### src/rtl/stc_pkg.sv
// Shared definitions for the scanned trigger combiner.
// Assumes: nothing beyond IEEE 1800-2017 packages.
package stc_pkg;

    // How per-channel results merge into the final decision
    typedef enum logic {
        COMB_ANY = 1'b0,
        COMB_ALL = 1'b1
    } comb_mode_e;

    // Width of an index able to address n items (at least 1 bit)
    function automatic int unsigned idx_w(input int unsigned n);
        return (n > 1) ? $clog2(n) : 1;
    endfunction

endpackage

### src/rtl/stc_mask_bounds.sv
// Finds the lowest and highest set bit of the enable mask.
// The lowest marks a scan start and the highest marks the scan close.
// Assumes: purely combinational; outputs are 0 when the mask is empty.
module stc_mask_bounds #(
    parameter int NUM_CH = 8,
    parameter int CH_W   = 3
) (
    input  logic [NUM_CH-1:0] en_mask,
    output logic              any_en,
    output logic [CH_W-1:0]   first_ch,
    output logic [CH_W-1:0]   last_ch
);

    // Scan the mask from both ends to locate the boundary channels
    always_comb begin
        any_en   = |en_mask;
        first_ch = '0;
        last_ch  = '0;
        for (int i = NUM_CH - 1; i >= 0; i--) begin
            if (en_mask[i]) first_ch = CH_W'(i);
        end
        for (int i = 0; i < NUM_CH; i++) begin
            if (en_mask[i]) last_ch = CH_W'(i);
        end
    end

endmodule

### src/rtl/stc_level_cmp.sv
// Compares the current sample against the level of its own channel.
// The polarity bit of that channel selects the direction of the test.
// Assumes: unsigned data; the comparison is strict in both directions.
module stc_level_cmp #(
    parameter int NUM_CH = 8,
    parameter int DATA_W = 12,
    parameter int CH_W   = 3
) (
    input  logic [CH_W-1:0]          chan,
    input  logic [DATA_W-1:0]        data,
    input  logic [NUM_CH*DATA_W-1:0] lvl_flat,
    input  logic [NUM_CH-1:0]        pol_mask,
    output logic                     chan_ok,
    output logic                     hit
);

    logic [DATA_W-1:0] lvl_arr [NUM_CH];
    logic [DATA_W-1:0] sel_lvl;
    logic              sel_pol;

    // Unpack the flat level bus into one word per channel
    for (genvar g = 0; g < NUM_CH; g++) begin : g_unpack
        assign lvl_arr[g] = lvl_flat[g*DATA_W +: DATA_W];
    end

    // Pick the level and polarity that belong to the sample's channel
    always_comb begin
        chan_ok = 1'b0;
        sel_lvl = '0;
        sel_pol = 1'b0;
        for (int i = 0; i < NUM_CH; i++) begin
            if (chan == CH_W'(i)) begin
                chan_ok = 1'b1;
                sel_lvl = lvl_arr[i];
                sel_pol = pol_mask[i];
            end
        end
    end

    // Apply the strict above/below test selected by the polarity
    always_comb begin
        if (!chan_ok)     hit = 1'b0;
        else if (sel_pol) hit = (data < sel_lvl);
        else              hit = (data > sel_lvl);
    end

endmodule

### src/rtl/stc_scan_track.sv
// Gathers the per-channel "examined" and "hit" flags across one scan.
// Flags clear on a marker, on a sample of the lowest enabled channel,
// and once the highest enabled channel has been evaluated.
// Assumes: configuration is stable while samples of a scan arrive.
module stc_scan_track #(
    parameter int NUM_CH = 8,
    parameter int CH_W   = 3
) (
    input  logic              clk,
    input  logic              rst_n,
    input  logic              smp_valid,
    input  logic              smp_sos,
    input  logic [CH_W-1:0]   chan,
    input  logic              chan_ok,
    input  logic              hit,
    input  logic [NUM_CH-1:0] en_mask,
    input  logic [CH_W-1:0]   first_ch,
    input  logic [CH_W-1:0]   last_ch,
    output logic [NUM_CH-1:0] seen_nx,
    output logic [NUM_CH-1:0] hit_nx,
    output logic              close
);

    logic [NUM_CH-1:0] seen_q;
    logic [NUM_CH-1:0] hit_q;
    logic [NUM_CH-1:0] chan_oh;
    logic              accept;
    logic              start;

    // One-hot position of the sample's channel, empty if out of range
    always_comb begin
        chan_oh = chan_ok ? (NUM_CH'(1) << chan) : '0;
    end

    // Decide whether this sample is examined, starts a scan or ends one
    always_comb begin
        accept = smp_valid && |(chan_oh & en_mask);
        start  = smp_valid && (smp_sos || (accept && chan == first_ch));
        close  = accept && (chan == last_ch);
    end

    // Flag vectors as they stand once the current sample is included
    always_comb begin
        seen_nx = start ? '0 : seen_q;
        hit_nx  = start ? '0 : hit_q;
        if (accept) begin
            seen_nx = seen_nx | chan_oh;
            if (hit) hit_nx = hit_nx | chan_oh;
        end
    end

    // Hold the flags between samples; empty them once a scan closes
    always_ff @(posedge clk) begin
        if (!rst_n || close) begin
            seen_q <= '0;
            hit_q  <= '0;
        end else begin
            seen_q <= seen_nx;
            hit_q  <= hit_nx;
        end
    end

    // an unmarked sample of a disabled channel leaves the flags alone
    a_r2_disabled_ignored: assert property (@(posedge clk) disable iff (!rst_n)
        (smp_valid && !smp_sos && !accept) |=> ($stable(seen_q) && $stable(hit_q)));

    // a marker always empties the flags gathered before it
    a_r7_marker_clears: assert property (@(posedge clk) disable iff (!rst_n)
        (smp_valid && smp_sos && !accept) |=> (seen_q == '0));

endmodule

### src/rtl/stc_combine.sv
// Merges the per-channel flags of a closed scan into the trigger pulse.
// The pulse requires a complete scan, the selected AND/OR verdict, a
// non-empty mask and both readiness inputs.
// Assumes: close is high for exactly the closing sample's cycle.
module stc_combine
    import stc_pkg::*;
#(
    parameter int NUM_CH = 8
) (
    input  logic              clk,
    input  logic              rst_n,
    input  logic              close,
    input  logic [NUM_CH-1:0] seen_nx,
    input  logic [NUM_CH-1:0] hit_nx,
    input  logic [NUM_CH-1:0] en_mask,
    input  logic              any_en,
    input  comb_mode_e        mode,
    input  logic              cfg_ready,
    input  logic              acq_idle,
    output logic              trig_q
);

    logic complete;
    logic verdict;
    logic fire;

    // Check that every enabled channel was examined this scan
    always_comb begin
        complete = ((seen_nx & en_mask) == en_mask);
    end

    // Combine enabled channel results with the selected operator
    always_comb begin
        unique case (mode)
            COMB_ALL: verdict = ((hit_nx & en_mask) == en_mask);
            default:  verdict = |(hit_nx & en_mask);
        endcase
    end

    // Gate the verdict by scan closure, completeness and readiness
    always_comb begin
        fire = close && any_en && complete && verdict && cfg_ready && acq_idle;
    end

    // Register the decision as a one-cycle pulse
    always_ff @(posedge clk) begin
        if (!rst_n) trig_q <= 1'b0;
        else        trig_q <= fire;
    end

    // a pulse follows only a cycle in which both readiness inputs were high
    a_r9_ready_gate: assert property (@(posedge clk) disable iff (!rst_n)
        trig_q |-> $past(cfg_ready && acq_idle));

    // a pulse never follows a cycle with an empty mask
    a_r8_empty_mask: assert property (@(posedge clk) disable iff (!rst_n)
        trig_q |-> ($past(en_mask) != '0));

endmodule

### src/rtl/scan_trig_combiner.sv
// Top of the multichannel scanned trigger combiner.
// Level compare, scan flag tracking and final merge form a one-register path.
// The pulse appears in the cycle after the closing sample.
// Assumes: samples of a scan arrive in ascending channel order, and
// configuration changes only between samples.
module scan_trig_combiner
    import stc_pkg::*;
#(
    parameter int NUM_CH = 8,
    parameter int DATA_W = 12,
    localparam int CH_W  = idx_w(NUM_CH)
) (
    input  logic                     clk,
    input  logic                     rst_n,
    input  logic                     smp_valid,
    input  logic                     smp_sos,
    input  logic [CH_W-1:0]          smp_chan,
    input  logic [DATA_W-1:0]        smp_data,
    input  logic [NUM_CH*DATA_W-1:0] lvl_flat,
    input  logic [NUM_CH-1:0]        pol_mask,
    input  logic [NUM_CH-1:0]        en_mask,
    input  logic                     comb_all,
    input  logic                     cfg_ready,
    input  logic                     acq_idle,
    output logic                     trig_out
);

    logic              any_en;
    logic [CH_W-1:0]   first_ch;
    logic [CH_W-1:0]   last_ch;
    logic              chan_ok;
    logic              hit;
    logic [NUM_CH-1:0] seen_nx;
    logic [NUM_CH-1:0] hit_nx;
    logic              close;
    comb_mode_e        mode;

    // Map the raw mode bit onto the enumerated combine operator
    always_comb begin
        mode = comb_all ? COMB_ALL : COMB_ANY;
    end

    stc_mask_bounds #(.NUM_CH(NUM_CH), .CH_W(CH_W)) bounds_i (
        .en_mask  (en_mask),
        .any_en   (any_en),
        .first_ch (first_ch),
        .last_ch  (last_ch)
    );

    stc_level_cmp #(.NUM_CH(NUM_CH), .DATA_W(DATA_W), .CH_W(CH_W)) cmp_i (
        .chan     (smp_chan),
        .data     (smp_data),
        .lvl_flat (lvl_flat),
        .pol_mask (pol_mask),
        .chan_ok  (chan_ok),
        .hit      (hit)
    );

    stc_scan_track #(.NUM_CH(NUM_CH), .CH_W(CH_W)) track_i (
        .clk       (clk),
        .rst_n     (rst_n),
        .smp_valid (smp_valid),
        .smp_sos   (smp_sos),
        .chan      (smp_chan),
        .chan_ok   (chan_ok),
        .hit       (hit),
        .en_mask   (en_mask),
        .first_ch  (first_ch),
        .last_ch   (last_ch),
        .seen_nx   (seen_nx),
        .hit_nx    (hit_nx),
        .close     (close)
    );

    stc_combine #(.NUM_CH(NUM_CH)) comb_i (
        .clk       (clk),
        .rst_n     (rst_n),
        .close     (close),
        .seen_nx   (seen_nx),
        .hit_nx    (hit_nx),
        .en_mask   (en_mask),
        .any_en    (any_en),
        .mode      (mode),
        .cfg_ready (cfg_ready),
        .acq_idle  (acq_idle),
        .trig_q    (trig_out)
    );

    // a pulse follows a valid sample of the highest enabled channel
    a_r3_after_last: assert property (@(posedge clk) disable iff (!rst_n)
        trig_out |-> ($past(smp_valid) && ($past(smp_chan) == $past(last_ch))));

    // back-to-back pulses only when a single channel is enabled
    a_r10_single_pulse: assert property (@(posedge clk) disable iff (!rst_n)
        trig_out |=> (!trig_out || ($countones($past(en_mask)) <= 1)));

endmodule

### config.mk
export PLATFORM = sky130hd
export DESIGN_NAME = scan_trig_combiner
export DESIGN_NICKNAME = d
export VERILOG_FILES = /design/src/rtl/stc_pkg.sv /design/src/rtl/stc_mask_bounds.sv /design/src/rtl/stc_level_cmp.sv /design/src/rtl/stc_scan_track.sv /design/src/rtl/stc_combine.sv /design/src/rtl/scan_trig_combiner.sv
export SDC_FILE = /design/constraint.sdc
export NUM_CORES = 1
export LEC_CHECK = 0
export BUFFER_PORTS_ARGS = -buffer_cell sky130_fd_sc_hd__buf_2
export CAP_MARGIN = 10
export CORE_UTILIZATION = 50
export DETAILED_ROUTE_END_ITERATION = 10
export PLACE_DENSITY_LB_ADDON = 0.12
export SETUP_SLACK_MARGIN = 0.1
export SYNTH_ARGS = -nofsm -noshare
export SYNTH_HDL_FRONTEND = slang
export SYNTH_HIERARCHICAL = 1
export SYNTH_SLANG_ARGS = --single-unit
### constraint.sdc
create_clock -name clk -period 5.08 [get_ports clk]
set_input_delay 0.762 -clock clk [delete_from_list [all_inputs] [get_ports clk]]
set_output_delay 0.762 -clock clk [all_outputs]
set_load 0.03 [all_outputs]
# Word level (Yosys, flattened, before mapping)
# Cells that the tools add are included.
[word_totals]
ff_bits = 17
in_bits = 134
[classes]
order_cmp = 2
n_eq_ne = 11
shifts = 1
muxes = 49
n_bitwise = 5
n_reduce_logical = 16
[op_table]
columns = ["op", "count"]
rows = [
  ["two-way mux 12 bit", 8],
  ["two-way mux 8 bit", 6],
  ["two-way mux 3 bit", 12],
  ["bitwise AND 8 bit", 3],
  ["OR reduction 8 bit", 3],
  ["two-way mux 1 bit", 21],
  ["equality test 8 bit", 2],
  ["bitwise OR 8 bit", 2],
  ["equality test 3 bit (second input constant)", 4],
  ["greater-than comparator 12 bit", 1],
  ["less-than comparator 12 bit", 1],
  ["logical AND 1 bit", 9],
  ["left shift 1 x 3 -> 8 bit (first input constant)", 1],
  ["equality test 3 x 2 -> 1 bit (second input constant)", 2],
  ["equality test 3 bit", 2],
  ["two-way mux 2 bit", 2],
  ["equality test 3 x 1 -> 1 bit (second input constant)", 1],
  ["logical NOT 3 bit", 1],
  ["logical OR 1 bit", 2],
  ["logical NOT 1 bit", 1],
]

# Depth between registers and ports, before layout
# Gate-level depths: netlist of the first run.
[depth]
depth_word = 26
ltp_mapped = 21
ltp_nobuf = 19

# Cells and area by module
# Netlist of the first run, hierarchy kept.
[by_module_without_submodules]
columns = ["module", "instances", "cells_each", "area_each_um2"]
rows = [
  ["stc_level_cmp", 1, 176, 1280.0],
  ["stc_scan_track", 1, 133, 1117.3],
  ["stc_combine", 1, 28, 188.9],
  ["stc_mask_bounds", 1, 19, 125.1],
]

# Least setup slack after synthesis of the first run
# Ideal clock, no wire load.
[synth_timing]
path_kind = "input -> register"
startpoint = "input port smp_chan[1]"
endpoint = "register comb_i.trig_q"
setup_time_ps = 61
t_arrival_ps = 3573
required_time_ps = 5019
setup_slack_ps = 1447
path_stages = 20
path_buffers = 2
cell_sequence = "buf_6 -> buf_6 -> mux2i_1 -> nor2_1 -> a21oi_1 -> o221ai_1 -> a22oi_1 -> ha_1 -> a21o_1 -> a21oi_1 -> a21o_1 -> nand3_1 -> mux2i_1 -> nand2_1 -> nor2_1 -> nand3_1 -> nand2_1 -> o22ai_1 -> o41ai_2 -> and4_1"
[synth_between]
elab_cells_between_ends = 65
classes_between = "2 x order compare; 11 x eq/ne; 1 x shift; 33 x mux; 5 x bitwise; 13 x reduce/logical"
[synth_lines]
columns = ["element", "line_no", "rtl"]
rows = [
  ["start: declaration", "scan_trig_combiner.sv:17", "input logic [CH_W-1:0] smp_chan,"],
  ["logical NOT 3 bit", "stc_level_cmp.sv:32", "if (chan == CH_W'(i)) begin"],
  ["two-way mux 12 bit (8 in a row)", "stc_level_cmp.sv:32", ""],
  ["greater-than comparator 12 bit or less-than comparator 12 bit (tied branches)", "stc_level_cmp.sv:44, stc_level_cmp.sv:43", ""],
  ["two-way mux 1 bit", "stc_level_cmp.sv:43", "else if (sel_pol) hit = (data < sel_lvl);"],
  ["two-way mux 1 bit *", "stc_level_cmp.sv:42", "if (!chan_ok) hit = 1'b0;"],
  ["net hit", "scan_trig_combiner.sv:32", "logic hit;"],
  ["two-way mux 8 bit *", "stc_scan_track.sv:48", "if (hit) hit_nx = hit_nx | chan_oh;"],
  ["two-way mux 8 bit *", "stc_scan_track.sv:46", "if (accept) begin"],
  ["net hit_nx[6]", "scan_trig_combiner.sv:34", "logic [NUM_CH-1:0] hit_nx;"],
  ["bitwise AND 8 bit *", "stc_combine.sv:35, stc_combine.sv:36", ""],
  ["equality test 8 bit or OR reduction 8 bit (tied branches)", "stc_combine.sv:35, stc_combine.sv:36", ""],
  ["two-way mux 1 bit *", "stc_combine.sv:34", "unique case (mode)"],
  ["logical AND 1 bit * (3 in a row)", "stc_combine.sv:42", "fire = close && any_en && complete && verdict && cfg_ready && acq_idle;"],
  ["end signal: assignment", "stc_combine.sv:48", "else trig_q <= fire;"],
  ["end: declaration", "stc_combine.sv:20", "output logic trig_q"],
]
# Mark *: on every way through the listed nets, which the timed path passes. The rest lies on a longest branch.
# A chain may end at the register's enable or synchronous reset.

# Worst setup path after layout of the first run
# Ends and elaborated chain as after synthesis.

==> metrics.txt, run 1 <==
status finished, final reports clean; Pleak between 1.5 and 2 nW; Core Box Area around 5200 sq um; Post-CTS Hold Buffers 0; vias in the first global route between 2000 and 3000; number of CTS-inserted buffers 3; Row Count 26; min-delay src track_i/seen_q[4]; share of cells above drive strength 1 ~39%; Fin Hold WS between 400 and 500 ps; Resized cells post-CTS 0; CTS sink count 17; Initial DRC Count 187; final worst-path cycle share ~86%; leading post-synthesis cells by cell area dfxtp_1 (13%), a21oi_1 (5.9%), ha_1 (5.5%); TritonCTS clock tree built; worst hold-check path type reg -> reg; Worst Reg2Reg Path Length in Cells 6; CTS HTree Levels 1; power share of the combinational group 50.2%; Pre-antenna DRT Iters 7; Final Hold Fails 0; clk buf depth 2; Final setup viols 0; Worst R2R Start track_i/hit_q[2]; gr usage total around 31%; Worst EP required 5290 ps; drt wl/cell ~16 microns; via count around 3200; r2r endpoint comb_i/trig_q; Reg2Reg Setup Slack 3730 ps; cell breakdown of the critical path buf_2 -> nor2b_4 -> a22oi_1 -> o221ai_1 -> a22oi_1 -> ha_1 -> nand3_1 -> o22ai_1 -> o21ai_0 -> a31o_2 -> mux2i_1 -> nand2_1 -> nor2_1 -> nand3_1 -> nand2_1 -> o22ai_1 -> o41ai_2 -> and4_1; Area growth syn-to-layout 24.8%; Cell variety after synth between 60 and 70; dpl cells 542; I/O Buffers ~130; I/O pins between 100 and 150; Die ar. about 5700 sq um; EDFF count, synth 0; first-pass GRT wire length about 14 mm; Yosys top cell by area dfxtp_1; Clock transition at path regs 80 ps; Worst-Margin Slew between 700 and 800 ps; Mapped Nets approximately 500; hpwl dp slightly below 7 mm; Buf+Inv Stages, Crit Path 1; die height between 70 and 80 microns; Worst-Skew Late Latency approximately 260 ps; Power, Total slightly below 0.5 mW; Detail Route Antenna Nets 0; drt total wl 8.98 mm; Die Width 75.6 microns; fin cells approximately 550; Critical Path Sink Type register; root buffer cell clkbuf_8; initial antenna violation count 0; GP Congestion approximately 0.98; top_reg_cell synth dfxtp_1; diodes inserted 0; pin count of the biggest net entering global routing 33; Worst path max stage delay between 400 and 500 ps; crit path kind in -> reg; PwrDens 143 nW/um^2; nature of the critical path startpoint primary input; WHS Endpoint track_i/seen_q[4]; Worst slew margin between 40% and 50%; synthesized area per cell 7.62 sq um; setup_tns 0 ps; Final Critical Period between 4000 and 5000 ps; Synth Instances between 300 and 400; RSZ-0062 raised after global routing false; Yosys warnings 6; Clock power frac about 22%; Core Util, Final about two thirds; Slowest cell on crit path buf_2; register share of total power 27.7%; switching power between 0.15 and 0.2 mW; Worst VDD drop between 0.00008 and 0.00009 V; Via density about 6; max-cap viol count 0; crit path max fanout 30; total gr overflow 0; ys async rst share 0%; worst hold path stage count 2; Sw Ratio between 30% and 40%; Post-Syn Area ~2700 sq um; fmax ~0.23 GHz; Initial Util a little over half; detailed-route DRC error count 0; post-synth top area share 12.6%; post-CTS setup buffers 0; final setup skew about 5.4 ps; crit path DAT approximately 4600 ps; cell-internal power 0.296 mW; Nets ~620; CP delay by family, top compound AO/OA/AOI/OAI gates; Synth Register Bits 17; Final Max Slew Viols 0; register area share after synthesis 12.6%
==> cell usage after synthesis (6+ instances only) <==
master	number
nand4_1	6
a21oi_2	11
mux2i_1	14
nor2_1	28
nand2_1	31
buf_6	8
dfxtp_1	17
ha_1	12
o221ai_1	8
or2_1	9
o22ai_1	8
o211ai_2	10
a21oi_1	32
buf_2	12
inv_1	19
o211ai_1	15
a22oi_1	15
nand3_1	21
==> power by group through the flow <==
| stage | clock, mW | combinational (mW) | sequential (mW) |
|---|---|---|---|
| after floorplan | 0 | 0.153 | 0.137 |
| after global placement | 0 | 0.237 | 0.137 |
| after detailed placement | 0 | 0.240 | 0.137 |
| after CTS | 0.107 | 0.241 | 0.134 |
| after global routing | 0.113 | 0.267 | 0.134 |
| final | 0.107 | 0.243 | 0.134 |
==> state kept, by name, summed over array words and instances (netlist names) <==
register and count:
track_i/seen_q 8, track_i/hit_q 8, comb_i/trig_q 1
==> worst max path at each step <==
stage	slack, ps	cells after the start	to	startpoint
2_1_floorplan	1450	20	comb_i/trig_q	smp_chan[1]
3_3_place_gp	620	18	comb_i/trig_q	smp_chan[1]
3_5_place_dp	510	19	comb_i/trig_q	smp_chan[1]
4_1_cts	780	19	comb_i/trig_q	smp_chan[1]
5_1_grt	330	20	comb_i/trig_q	smp_chan[1]
6_report	710	18	comb_i/trig_q	smp_chan[1]
==> tightest hold or removal path, delay by kind of cell (launching register included) <==
| family | cells | cell delay, ps |
|---|---|---|
| AOI/OAI and AO/OA | 2 | 120 |
| DFF | 1 | 310 |
==> kinds of logic (layout without fill, tap and decap cells) <==
group	count (synthesis)	count (layout)	share of synthesized area [%]
xor+xnor	6	6	1.94
other cells	1	1	0.138
simple gates	125	125	24.2
buf+inv	45	165	9.69
flops	17	17	12.6
mux	17	17	7.24
compound gates	133	133	38.7
fa+ha+maj	12	12	5.54
==> stage by stage <==
stage / instance area, sq um / setup WS [ps]
3_3_place_gp: 3340 / 623
3_5_place_dp: 3340 / 512
5_1_grt: 3380 / 329
6_report: 3380 / 712
4_1_cts: 3380 / 775
2_1_floorplan: 2710 / 1450
==> metal layers <==
layer	global-route usage (%)	routed length (microns)	share of wire (%)
met5	0	0	0
met4	7.00	132	1.5
met3	4.63	645	7.2
met2	49.8	4070	45
met1	44.3	4130	46
==> area by class of cell <==
| class | count | area, sq um |
|---|---|---|
| clock buffers | 3 | 41.3 |
| clock inverters | 1 | 5.00 |
| fillers | 487 | 1790 |
| inverters | 19 | 71.3 |
| multi-input cells | 294 | 2110 |
| flip-flops and latches | 17 | 340 |
| well taps | 70 | 87.6 |
| repair buffers | 142 | 731 |
==> cells in the final DEF, fill, tap and decap left out, drive strengths merged, types with 3 or more instances in the layout <==
cell type	Yosys	layout
mux2i	14	14
nand2b	5	5
ha	12	12
or2	9	9
inv	19	19
nand4	6	6
buf	24	142
nand2	31	31
a22oi	17	17
o22ai	8	8
nor2	29	29
xnor2	3	3
xor2	3	3
o211ai	25	25
nand3	21	21
a21oi	43	43
o21ai	6	6
nor3	3	3
o41ai	3	3
clkbuf	2	3
nor2b	6	6
nor4	4	4
dfxtp	17	17
o221ai	11	11
No activity file was read; power rests on OpenSTA's default activity.
==> run 2: changes to the inputs <==
Settings changed: CAP_MARGIN 10 to default, CORE_UTILIZATION 50 to 51, TNS_END_PERCENT from default to 30.
==> run 2 against run 1 <==
Utilization increased by 0.69 points; critical path depth unchanged; largest cell class unchanged; fmax decreased by 3.0%; worst setup slack got worse by 130 ps.
==> metrics.txt, run 2 (synthesis gave the netlist of run 1 again) <==
first-pass GRT wire length 13.9 mm (+1.6%); vias in the first global route 3046 (+4.7%); crit path DAT 4700 ps (+120 ps); Reg2Reg Setup Slack 3630 ps (-100 ps); Die ar. 5610 sq um (-1.9%); post-CTS setup buffers 0 (unchanged); fin cells 545 (-0.18%); final worst-path cycle share 88.6% (+2.6 points); Power, Total 0.484 mW (-0.19%); Core Box Area 5110 sq um (-1.3%); drt wl/cell 16.7 microns (+1.5%); status finished, final reports clean; crit path kind in -> reg; top flop regs track_i/hit_q x8, track_i/seen_q x8, comb_i/trig_q x1; CTS sink count 17 (unchanged); Worst EP required 5280 ps (about the same); worst hold-check path type reg -> reg; Area growth syn-to-layout 24.6%; Row Count 26 (unchanged); Pre-antenna DRT Iters 5 (-2); total gr overflow 0 (unchanged); fmax 0.222 GHz (-3.0%); min-delay src track_i/seen_q[1]; CTS HTree Levels 1 (unchanged); WHS Endpoint track_i/seen_q[1]; TritonCTS clock tree built; clk buf depth 2 (unchanged); detailed-route DRC error count 0 (unchanged); Via density 6.06 (+1.9%); Die Width 74.9 microns (-0.96%); Post-CTS Hold Buffers 0 (unchanged); via count 3302 (+1.7%); Worst-Skew Late Latency 250 ps (about the same); Critical Path Sink Type register; most frequent cells in the layout buf_2 (134), a21oi_1 (32), nand2_1 (31); final setup skew 6.56 ps (+1.18 ps); number of CTS-inserted buffers 3 (unchanged); Initial DRC Count 258 (+38%); r2r endpoint comb_i/trig_q; root buffer cell clkbuf_8; initial antenna violation count 0 (unchanged); GP Congestion 0.934 (-4.4%); Worst slew margin 34.4% (-16 points); PwrDens 143 nW/um^2 (about the same); worst hold path stage count 2 (unchanged); setup_tns 0 ps (unchanged); max-cap viol count 0 (unchanged); I/O Buffers 134 (unchanged); Worst-Margin Slew 983 ps (+234 ps); Core Util, Final 66.1% (+0.69 points); gr usage total 32.5% (+1.3 points); Resized cells post-CTS 0 (unchanged); Final Max Slew Viols 0 (unchanged); RSZ-0062 raised after global routing false; DP Worst Slack 413 ps (-99.2 ps); I/O pins 135 (unchanged); commonest non-fill, non-tap cell in the layout buf_2; drt total wl 9.10 mm (+1.3%); Detail Route Antenna Nets 0 (unchanged); die height 74.9 microns (-0.96%); Final setup viols 0 (unchanged); Clock transition at path regs 80 ps (about the same); Worst VDD drop 0.0000893 V (-0.28%); Final Critical Period 4500 ps (+134 ps); Setup WS post-layout 578 ps (-134 ps); pin count of the biggest net entering global routing 48 (+45%); crit path max fanout 47 (+57%); dpl cells 541 (-0.18%); nature of the critical path startpoint primary input; Worst Reg2Reg Path Length in Cells 5 (-1); Nets 622 (-0.16%); Worst R2R Start track_i/hit_q[1]; Initial Util 53.1% (+0.67 points); Pleak 1.59 nW (-0.30%); hpwl dp 7.12 mm (+3.2%); diodes inserted 0 (unchanged); share of cells above drive strength 1 39.4% (-0.13 points); Final Hold Fails 0 (unchanged)
run 2: stage by stage:
stage | hold WS, ps | area, sq um
after floorplan | 449 | 2710
after global placement | 459 | 3330
after detailed placement | 463 | 3330
after CTS | 473 | 3380
after global routing | 495 | 3380
final | 475 | 3380
run 2: worst max path at each step:
stage,start,to,slack [ps]
after detailed placement,smp_chan[2],comb_i/trig_q,410
final,smp_chan[2],comb_i/trig_q,580
after global placement,smp_chan[2],comb_i/trig_q,650
after floorplan,smp_chan[1],comb_i/trig_q,1450
after CTS,smp_chan[2],comb_i/trig_q,680
after global routing,smp_chan[2],comb_i/trig_q,180
run 2: layout make-up:
| cell class | count | area [sq um] |
|---|---|---|
| inverters | 19 | 71.3 |
| well taps | 70 | 87.6 |
| clock buffers | 3 | 41.3 |
| fillers | 474 | 1730 |
| multi-input cells | 294 | 2110 |
| clock inverters | 1 | 5.00 |
| repair buffers | 141 | 723 |
| flip-flops and latches | 17 | 340 |
run 2: layer usage:
layer	vias to the layer above	wire length (microns)	track usage (%)
met4	0	196	10.5
met3	22	755	5.62
li1	1594	-	-
met5	-	0	0
met1	1527	3840	42.7
met2	159	4310	54.0
run 2: worst max-delay path: stages:
cell and delay (ps):
buf_2 610, and2b_4 360, a22oi_1 110, o221ai_1 290, a22oi_1 120, ha_1 310
nand4_1 150, nor2_1 130, o21ai_0 120, a31o_2 220, mux2i_1 120, nand2_1 80
nor2_1 220, nand3_1 170, nand2_1 150, o22ai_1 110, o41ai_2 400, and4_1 250
run 2: report_power, final:
| part | total, mW | leakage (nW) | switching (mW) | internal [mW] |
|---|---|---|---|---|
| combinational | 0.243 | 1.43 | 0.136 | 0.107 |
| clock | 0.106 | 0.0255 | 0.0518 | 0.0545 |
| sequential | 0.134 | 0.137 | 0.000267 | 0.134 |
| total | 0.484 | 1.59 | 0.188 | 0.296 |
==> run 3: changes to the inputs <==
Settings changed: BUFFER_PORTS_ARGS -buffer_cell sky130_fd_sc_hd__buf_2 to -buffer_cell sky130_fd_sc_hd__buf_4, SKIP_CTS_REPAIR_TIMING from default to 1.
==> run 3 against run 2 <==
Worst hold slack worse by 2.9 ps; fmax is 6.7% higher; worst setup slack better by 280 ps; critical path type unchanged; largest power group unchanged.
==> metrics.txt, run 3 (synthesis gave the netlist of run 1 again) <==
status finished, final reports clean; vias in the first global route 2831 (-7.1%); CTS HTree Levels 1 (unchanged); root buffer cell clkbuf_8; Power, Total 0.508 mW (+5.1%); final setup skew 3.70 ps (-2.85 ps); multi-input logic area 2110 sq um (unchanged); Worst path max stage delay 410 ps (-200 ps); final worst-path cycle share 83.0% (-5.6 points); Final Hold Fails 0 (unchanged); detailed-route DRC error count 0 (unchanged); I/O Buffers 134 (unchanged); wl on met1 3.93 mm (+2.4%); Final Max Slew Viols 0 (unchanged); Die ar. 5610 sq um (unchanged); fin cells 543 (-0.37%); Worst VDD drop 0.0000963 V (+7.9%); Initial DRC Count 230 (-11%); Critical Path Sink Type register; Via density 6.03 (-0.42%); Detail Route Antenna Nets 0 (unchanged); TritonCTS clock tree built; commonest non-fill, non-tap cell in the layout buf_4; worst hold-check path type reg -> reg; I/O pins 135 (unchanged); most frequent cells in the layout buf_4 (139), a21oi_1 (32), nand2_1 (31); gr usage total 31.8% (-0.65 points); die height 74.9 microns (unchanged); crit path max fanout 36 (-23%); DR WL met3 716 microns (-5.2%); hpwl dp 7.14 mm (+0.32%); Die Width 74.9 microns (unchanged); Core Box Area 5110 sq um (unchanged); fmax 0.237 GHz (+6.7%); Worst-Skew Late Latency 260 ps (about the same); share of cells above drive strength 1 39.1% (-0.26 points); dpl cells 539 (-0.37%); Nets 620 (-0.32%); Initial Util 53.1% (unchanged); diodes inserted 0 (unchanged); DR WL met2 4.26 mm (-1.1%); initial antenna violation count 0 (unchanged); GP Congestion 0.975 (+4.3%); Final Critical Period 4220 ps (-283 ps); Clock transition at path regs 70 ps (about the same); clk buf depth 2 (unchanged); top flop regs track_i/hit_q x8, track_i/seen_q x8, comb_i/trig_q x1; drt wl/cell 16.8 microns (+0.61%); first-pass GRT wire length 13.6 mm (-2.5%); Area growth syn-to-layout 36.4%; cell breakdown of the critical path buf_4 -> nor2b_4 -> a22oi_1 -> o221ai_1 -> a22oi_1 -> ha_1 -> nand4_1 -> nor2_1 -> o21ai_0 -> a31o_2 -> mux2i_1 -> nand2_1 -> nor2_1 -> nand3_1 -> nand2_1 -> o22ai_1 -> o41ai_2 -> and4_1; pin count of the biggest net entering global routing 48 (unchanged); sequential standard cell area 340 sq um (unchanged); nature of the critical path startpoint primary input; Pre-antenna DRT Iters 5 (unchanged); via count 3276 (-0.79%); PwrDens 137 nW/um^2 (-4.0%); Row Count 26 (unchanged); Final setup viols 0 (unchanged); total gr overflow 0 (unchanged); setup_tns 0 ps (unchanged); Worst EP required 5290 ps (about the same); Pleak 1.70 nW (+6.7%); crit path kind in -> reg; crit path DAT 4430 ps (-270 ps); top sig layer met4; drt total wl 9.12 mm (+0.24%); number of CTS-inserted buffers 3 (unchanged); Worst-Margin Slew 752 ps (-230 ps); RSZ-0062 raised after global routing false; Worst slew margin 49.7% (+15 points); Fill cells 455 (-4.0%); Slowest cell on crit path nor2b_4; CTS sink count 17 (unchanged); max-cap viol count 0 (unchanged)
run 3: changes by cell type in the layout (fill, tap and decap cells not counted):
| cell | change |
|---|---|
| buf_4 | +132 |
| buf_2 | -134 |
run 3: final timing paths:
| check | startpoint | endpoint | slack (ps) | cells after the start |
|---|---|---|---|---|
| setup / recovery | smp_chan[1] | comb_i/trig_q | 860 | 18 |
| hold / removal | track_i/seen_q[1] | track_i/seen_q[1] | 470 | 2 |
| setup reg to reg | track_i/hit_q[2] | comb_i/trig_q | 3670 | 6 |
| hold reg to reg | track_i/seen_q[1] | track_i/seen_q[1] | 470 | 2 |
run 3: per-layer routing:
layer / track usage [%] / vias up
met5: 0 / -
met4: 9.43 / 0
met3: 6.56 / 24
met2: 49.6 / 166
met1: 44.1 / 1503
li1: - / 1583
run 3: stage by stage:
stage	hold WS [ps]	setup slack (ps)	area (sq um)	util (%)
final	472	862	3700	72.4
after detailed placement	464	643	3650	71.5
after global routing	483	532	3700	72.4
after global placement	460	767	3650	71.5
after CTS	475	921	3700	72.4
after floorplan	449	1450	2710	-
run 3: worst max-delay path, delay by kind of cell:
| family | cells | cell delay (ps) |
|---|---|---|
| mux | 1 | 130 |
| buf+inv | 1 | 340 |
| simple gates | 8 | 1560 |
| compound gates | 7 | 1290 |
| fa+ha+maj | 1 | 310 |
run 3: power breakdown:
group / switching (mW) / internal [mW] / total, mW
sequential: 0.000233 / 0.134 / 0.134
combinational: 0.135 / 0.135 / 0.269
clock: 0.0502 / 0.0546 / 0.105
run 3: cell type report:
type                            instances  area share (%)
Timing Repair Buffer                  139            28.2
Tap cell                               70            2.37
Clock inverter                          1           0.135
Sequential cell                        17            9.20
Clock buffer                            3            1.12
Multi-Input combinational cell        294            57.0
Inverter                               19            1.93
